<file path="config.mk">
export PLATFORM = sky130hd
export DESIGN_NAME = cpu_ratio_ctrl
export DESIGN_NICKNAME = d
export VERILOG_FILES = /design/src/rtl/cpu_ratio_pkg.sv /design/src/rtl/cpu_ratio_divcnt.sv /design/src/rtl/cpu_ratio_fsm.sv /design/src/rtl/cpu_ratio_ctrl.sv
export SDC_FILE = /design/constraint.sdc
export NUM_CORES = 1
export LEC_CHECK = 0
export ABC_AREA = 0
export BUFFER_PORTS_ARGS = -buffer_cell sky130_fd_sc_hd__buf_2
export CORE_UTILIZATION = 50
export DETAILED_ROUTE_END_ITERATION = 10
export MAX_ROUTING_LAYER = met4
export PLACE_DENSITY = 0.78
export SETUP_SLACK_MARGIN = 0.02
export SKIP_LAST_GASP = 1
export SLEW_MARGIN = 10
export SYNTH_ARGS = -nofsm -noshare
export SYNTH_HDL_FRONTEND = slang
export SYNTH_HIERARCHICAL = 1
export SYNTH_SLANG_ARGS = --single-unit
</file>
<file path="constraint.sdc">
create_clock -name clk -period 3.14 [get_ports clk]
set_input_delay 0.785 -clock clk [delete_from_list [all_inputs] [get_ports clk]]
set_output_delay 0.785 -clock clk [all_outputs]
set_load 0.02 [all_outputs]
</file>
<file path="src/rtl/cpu_ratio_pkg.sv">
package cpu_ratio_pkg;

    // Register layout; the reload sequence depends on these positions.
    localparam int CTRL_OFS  = 'h000;
    localparam int REQ_OFS   = 'h008;
    localparam int CL_STRIDE = 'h14;
    localparam int STAT_OFS  = 'h100;
    localparam int FORCE_BIT = 24;
    localparam int REQ_BIT   = 16;

    typedef enum logic [1:0] {
        ST_IDLE   = 2'd0,
        ST_ALIGN  = 2'd1,
        ST_SETTLE = 2'd2
    } ratio_state_e;

endpackage

</file>
<file path="src/rtl/cpu_ratio_divcnt.sv">
module cpu_ratio_divcnt #(
    parameter int DIV_W = 6
) (
    input  logic             clk,
    input  logic             rst_n,
    input  logic             apply,
    input  logic [DIV_W-1:0] new_div,
    output logic             tick
);
    logic [DIV_W-1:0] act_q;
    logic [DIV_W-1:0] cnt_q;

    assign tick = (cnt_q == '0);

    always_ff @(posedge clk) begin
        if (!rst_n) begin
            act_q <= DIV_W'(1);
            cnt_q <= '0;
        end else if (apply) begin
            act_q <= new_div;
            cnt_q <= new_div - DIV_W'(1);
        end else if (tick) begin
            cnt_q <= act_q - DIV_W'(1);
        end else begin
            cnt_q <= cnt_q - DIV_W'(1);
        end
    end
endmodule

</file>
<file path="src/rtl/cpu_ratio_fsm.sv">
module cpu_ratio_fsm
    import cpu_ratio_pkg::*;
#(
    parameter int SETTLE_CYC = 4,
    localparam int CNT_W = $clog2(SETTLE_CYC + 1)
) (
    input  logic clk,
    input  logic rst_n,
    input  logic req_rise,
    input  logic force_en,
    input  logic boundary,
    output logic apply,
    output logic stable
);
    ratio_state_e state_q, state_d;
    logic [CNT_W-1:0] settle_q;

    always_ff @(posedge clk) begin
        if (!rst_n) state_q <= ST_IDLE;
        else        state_q <= state_d;
    end

    always_comb begin
        state_d = state_q;
        unique case (state_q)
            ST_IDLE:   if (req_rise && force_en) state_d = ST_ALIGN;
            ST_ALIGN:  if (boundary) state_d = ST_SETTLE;
            ST_SETTLE: if (settle_q == CNT_W'(SETTLE_CYC - 1)) state_d = ST_IDLE;
            default:   state_d = ST_IDLE;
        endcase
    end

    assign apply = (state_q == ST_ALIGN) && boundary;

    always_ff @(posedge clk) begin
        if (!rst_n) begin
            settle_q <= '0;
            stable   <= 1'b1;
        end else begin
            settle_q <= (state_q == ST_SETTLE) ? settle_q + CNT_W'(1) : '0;
            if (state_q == ST_IDLE && state_d == ST_ALIGN)
                stable <= 1'b0;
            else if (state_q == ST_SETTLE && state_d == ST_IDLE)
                stable <= 1'b1;
        end
    end
endmodule

</file>
<file path="src/rtl/cpu_ratio_ctrl.sv">
module cpu_ratio_ctrl
    import cpu_ratio_pkg::*;
#(
    parameter int NUM_CL     = 2,
    parameter int DIV_W      = 6,
    parameter int MAX_DIV    = 32,
    parameter int SETTLE_CYC = 4,
    parameter int STAT_STEP  = 1,
    parameter int ADDR_W     = 12,
    parameter int DATA_W     = 32
) (
    input  logic              clk,
    input  logic              rst_n,
    input  logic              wr_en,
    input  logic [ADDR_W-1:0] addr,
    input  logic [DATA_W-1:0] wdata,
    output logic [DATA_W-1:0] rdata,
    output logic [NUM_CL-1:0] clk_en,
    output logic [NUM_CL-1:0] ratio_stable
);
    localparam logic [ADDR_W-1:0] STAT_A = ADDR_W'(STAT_OFS);

    logic [NUM_CL-1:0][DIV_W-1:0] shadow_q;
    logic [NUM_CL-1:0]            force_q;
    logic [NUM_CL-1:0]            req_q;

    for (genvar c = 0; c < NUM_CL; c++) begin : g_cl
        localparam logic [ADDR_W-1:0] CTRL_A = ADDR_W'(CTRL_OFS + c * CL_STRIDE);
        localparam logic [ADDR_W-1:0] REQ_A  = ADDR_W'(REQ_OFS + c * CL_STRIDE);

        logic [DIV_W-1:0] shadow_r;
        logic             force_r;
        logic             req_r;
        logic [DIV_W-1:0] eff_div;
        logic             ctrl_hit, req_hit, req_rise, apply;

        assign ctrl_hit = wr_en && (addr == CTRL_A);
        assign req_hit  = wr_en && (addr == REQ_A);
        assign req_rise = req_hit && wdata[REQ_BIT] && !req_r;

        always_ff @(posedge clk) begin
            if (!rst_n) begin
                shadow_r <= DIV_W'(1);
                force_r  <= 1'b0;
                req_r    <= 1'b0;
            end else begin
                if (ctrl_hit) begin
                    shadow_r <= wdata[DIV_W-1:0];
                    force_r  <= wdata[FORCE_BIT];
                end
                if (req_hit) req_r <= wdata[REQ_BIT];
            end
        end

        always_comb begin
            if (shadow_r == '0)                       eff_div = DIV_W'(1);
            else if (int'(shadow_r) > MAX_DIV)        eff_div = DIV_W'(MAX_DIV);
            else                                      eff_div = shadow_r;
        end

        cpu_ratio_fsm #(.SETTLE_CYC(SETTLE_CYC)) u_fsm (
            .clk      (clk),
            .rst_n    (rst_n),
            .req_rise (req_rise),
            .force_en (force_r),
            .boundary (clk_en[c]),
            .apply    (apply),
            .stable   (ratio_stable[c])
        );

        cpu_ratio_divcnt #(.DIV_W(DIV_W)) u_div (
            .clk     (clk),
            .rst_n   (rst_n),
            .apply   (apply),
            .new_div (eff_div),
            .tick    (clk_en[c])
        );

        assign shadow_q[c] = shadow_r;
        assign force_q[c]  = force_r;
        assign req_q[c]    = req_r;
    end

    always_comb begin
        rdata = '0;
        for (int c = 0; c < NUM_CL; c++) begin
            if (addr == ADDR_W'(CTRL_OFS + c * CL_STRIDE)) begin
                rdata[DIV_W-1:0] = shadow_q[c];
                rdata[FORCE_BIT] = force_q[c];
            end
            if (addr == ADDR_W'(REQ_OFS + c * CL_STRIDE))
                rdata[REQ_BIT] = req_q[c];
            if (addr == STAT_A)
                rdata[c * STAT_STEP] = ratio_stable[c];
        end
    end
endmodule

</file>
==> metrics.yaml <==
clock-sinks: 52
dpl.hpwl_mm: 4.09
worst-path-max-fanout: 5
setup_viol: 0
syn_area_per_cell_um2: 8.46
drive_gt1_share_pct: 16.3
gp_congestion: 0.773
die_area_um2: 5980
yosys_warnings: 6
yosys_register_bits: 52
routedWlPerCell_um: 12.7
cp_slowest_stage_delay_ns: 0.57
syn2layout_area_growth_pct: 8.78
grt_pass1_vias: 2175
synthCells: 335
fin_crit_ns: 2.88
first_pass_iters: 4
cpMostUsedCell: "buf_2"
crit_path_end_kind: "output port"
skew_ns: 0.00576
nFillCells: 515
grt_setup_unrepaired: "false"
drt_wl_total_mm: 5.58
required_ns: 2.35
cp_slowest_cell: "or4_4"
avgViaCountPerCell: 5.31
worst_pin_slew_ns: 0.600
io_pins: 83
coreArea_um2: 5470
clockRootBuffer: "clkbuf_8"
clk_pin_slew_worst_paths_ns: 0.09
yosysUniqueCellTypes: 43
crit_chain: "buf_2, or4_4, nor2_8, buf_4, nand2_1, nor2_1, buf_2"
grt_pass1_wl_mm: 9.67
yosysSeqAreaShare_pct: 36.7
fin_nets: 419
start_kind: "input pin"
clkLatencyLatePin_ns: 0.31
place_ws_ns: 0.257
numCtsBuffers: 5
io_buffers: 34
syn_area_um2: 2840
antenna_cells: 0
finalSetupTns_ns: 0
slew_headroom_pct: 60.0
crit_arrival_ns: 2.10
post-synth-top-area-cell: "dfxtp_1"
drtIter0Drc: 53
cts_hold_buffers: 0
synth-edff-count: 0
htreeDepth: 2
criticalPathCategory: "in -> out"
die_w_um: 77.3
hp-class: "reg -> reg"
antenna_found_initial: 0
synth_area_leaders: "dfxtp_1, mux2i_1, buf_4, nor2_1, nand2_1"
max-cap-violations: 0
power_density_nw_per_um2: 580
fmax_mhz: 347
cts_resized: 0
path_delay_family: "simple AND/OR/NAND/NOR gates"
start_util_pct: 51.8
grt_start_max_net_pins: 37
hold_viol: 0
ir_drop_mv: 0.434
drcViolationCount: 0
track_usage_pct: 20.7
yosys.area.top_type_share_pct: 36.7
leakagePower_nw: 1.32
fin_crit_sh_pct: 91.8
rows: 27
synthArstFlopShare_pct: 0
cts_buffer_depth: 2
fp.dieH_um: 77.3
ant_nets: 0
cts_tree: "built"
via_count: 2331
maxSlewViolCount: 0
grt_overflow_total: 0
path_buf_inv: 3
post_cts_buffers: 0
setup_ws_ns: 0.259
dominantRegCellSynth: "dfxtp_1"
status: "finished clean"
-- layout make-up --
| type | count | area (µm²) | area share, % |
|---|---|---|---|
| Timing Repair Buffer | 39 | 208 | 6.73 |
| Multi-Input combinational cell | 255 | 1600 | 51.8 |
| Sequential cell | 52 | 1040 | 33.8 |
| Tap cell | 72 | 90.1 | 2.92 |
| Clock buffer | 6 | 82.6 | 2.68 |
| Inverter | 13 | 48.8 | 1.58 |
| Clock inverter | 2 | 15.0 | 0.487 |
-- cells in the final DEF (no fill, tap or decap), types with 5 or more instances in the layout --
master / instances
nand2b_1: 6
buf_2: 34
buf_4: 5
inv_1: 13
a22oi_1: 8
dfxtp_1: 52
nor4_1: 5
ha_1: 6
clkbuf_8: 6
a21oi_1: 22
nor2b_1: 12
nand2_1: 36
nor2_1: 42
mux2i_1: 26
conb_1: 24
-- flip-flops by register name, indices dropped and copies added (netlist names) --
name / flops
g_cl.u_fsm/state_q: 4
g_cl.u_fsm/settle_q: 6
g_cl.force_r: 2
g_cl.req_r: 2
g_cl.u_div/act_q: 12
g_cl.u_div/cnt_q: 12
g_cl.shadow_r: 12
g_cl.u_fsm/stable: 2
-- metrics by stage --
stage | cell area [µm²] | util [%] | hold WS (ns) | instances | power (mW)
after floorplan | 2920 | - | 0.399 | 358 | 1.30
after detailed placement | 2990 | 54.6 | 0.417 | 431 | 1.39
after CTS | 3080 | 56.4 | 0.430 | 439 | 1.79
after global routing | 3080 | 56.4 | 0.440 | 439 | 1.90
final | 3080 | 56.4 | 0.424 | 439 | 1.79
after global placement | 2990 | 54.6 | 0.407 | 431 | 1.38
-- final timing paths --
| check | depth (start not counted) | slack [ns] | start | endpoint |
|---|---|---|---|---|
| setup / recovery | 7 | 0.26 | addr[6] | rdata[16] |
| hold / removal | 1 | 0.42 | g_cl[1].u_fsm/settle_q[0] | g_cl[1].u_fsm/settle_q[0] |
| setup reg to reg | 8 | 0.45 | g_cl[0].u_div/cnt_q[5] | g_cl[0].u_div/cnt_q[5] |
| hold reg to reg | 1 | 0.42 | g_cl[1].u_fsm/settle_q[0] | g_cl[1].u_fsm/settle_q[0] |
-- routing by layer --
metal	vias to the layer above	share of wire (%)	track usage, %
li1	1171	-	-
met1	1096	46	24.7
met2	57	49	33.7
met3	7	3.3	4.05
met4	0	1.4	9.06
met5	-	0	-
-- logic make-up after synthesis --
logic type | Yosys count | share of synthesized area [%]
flops | 52 | 36.7
buf+inv | 51 | 9.93
mux | 26 | 9.18
compound gates | 58 | 13.9
xor+xnor | 4 | 1.24
other cells | 1 | 0.132
fa+ha+maj | 6 | 2.65
simple gates | 137 | 26.2
-- worst reg2reg max path: stages (launching register included) --
cell	delay, ns
dfxtp_1	0.34
nor3_1	0.40
and2_2	0.33
and3b_2	0.38
buf_4	0.22
nand2b_1	0.10
a221o_1	0.39
or3_1	0.35
a21oi_1	0.11
-- Yosys cell counts, types with 5 or more instances --
master and instances:
dfxtp_1 52, nor2_1 42, nand2_1 36, mux2i_1 26, buf_4 24, a21oi_1 22
inv_1 13, nor2b_1 12, clkbuf_1 11, a22oi_1 8, ha_1 6, nand2b_1 6
nor4_1 5
-- power by group --
| group | total, mW | internal, mW | switching, mW |
|---|---|---|---|
| logic | 0.607 | 0.254 | 0.353 |
| clock network | 0.404 | 0.179 | 0.225 |
| registers | 0.779 | 0.726 | 0.0521 |
Note: power is estimated with default switching activity, not from simulation.
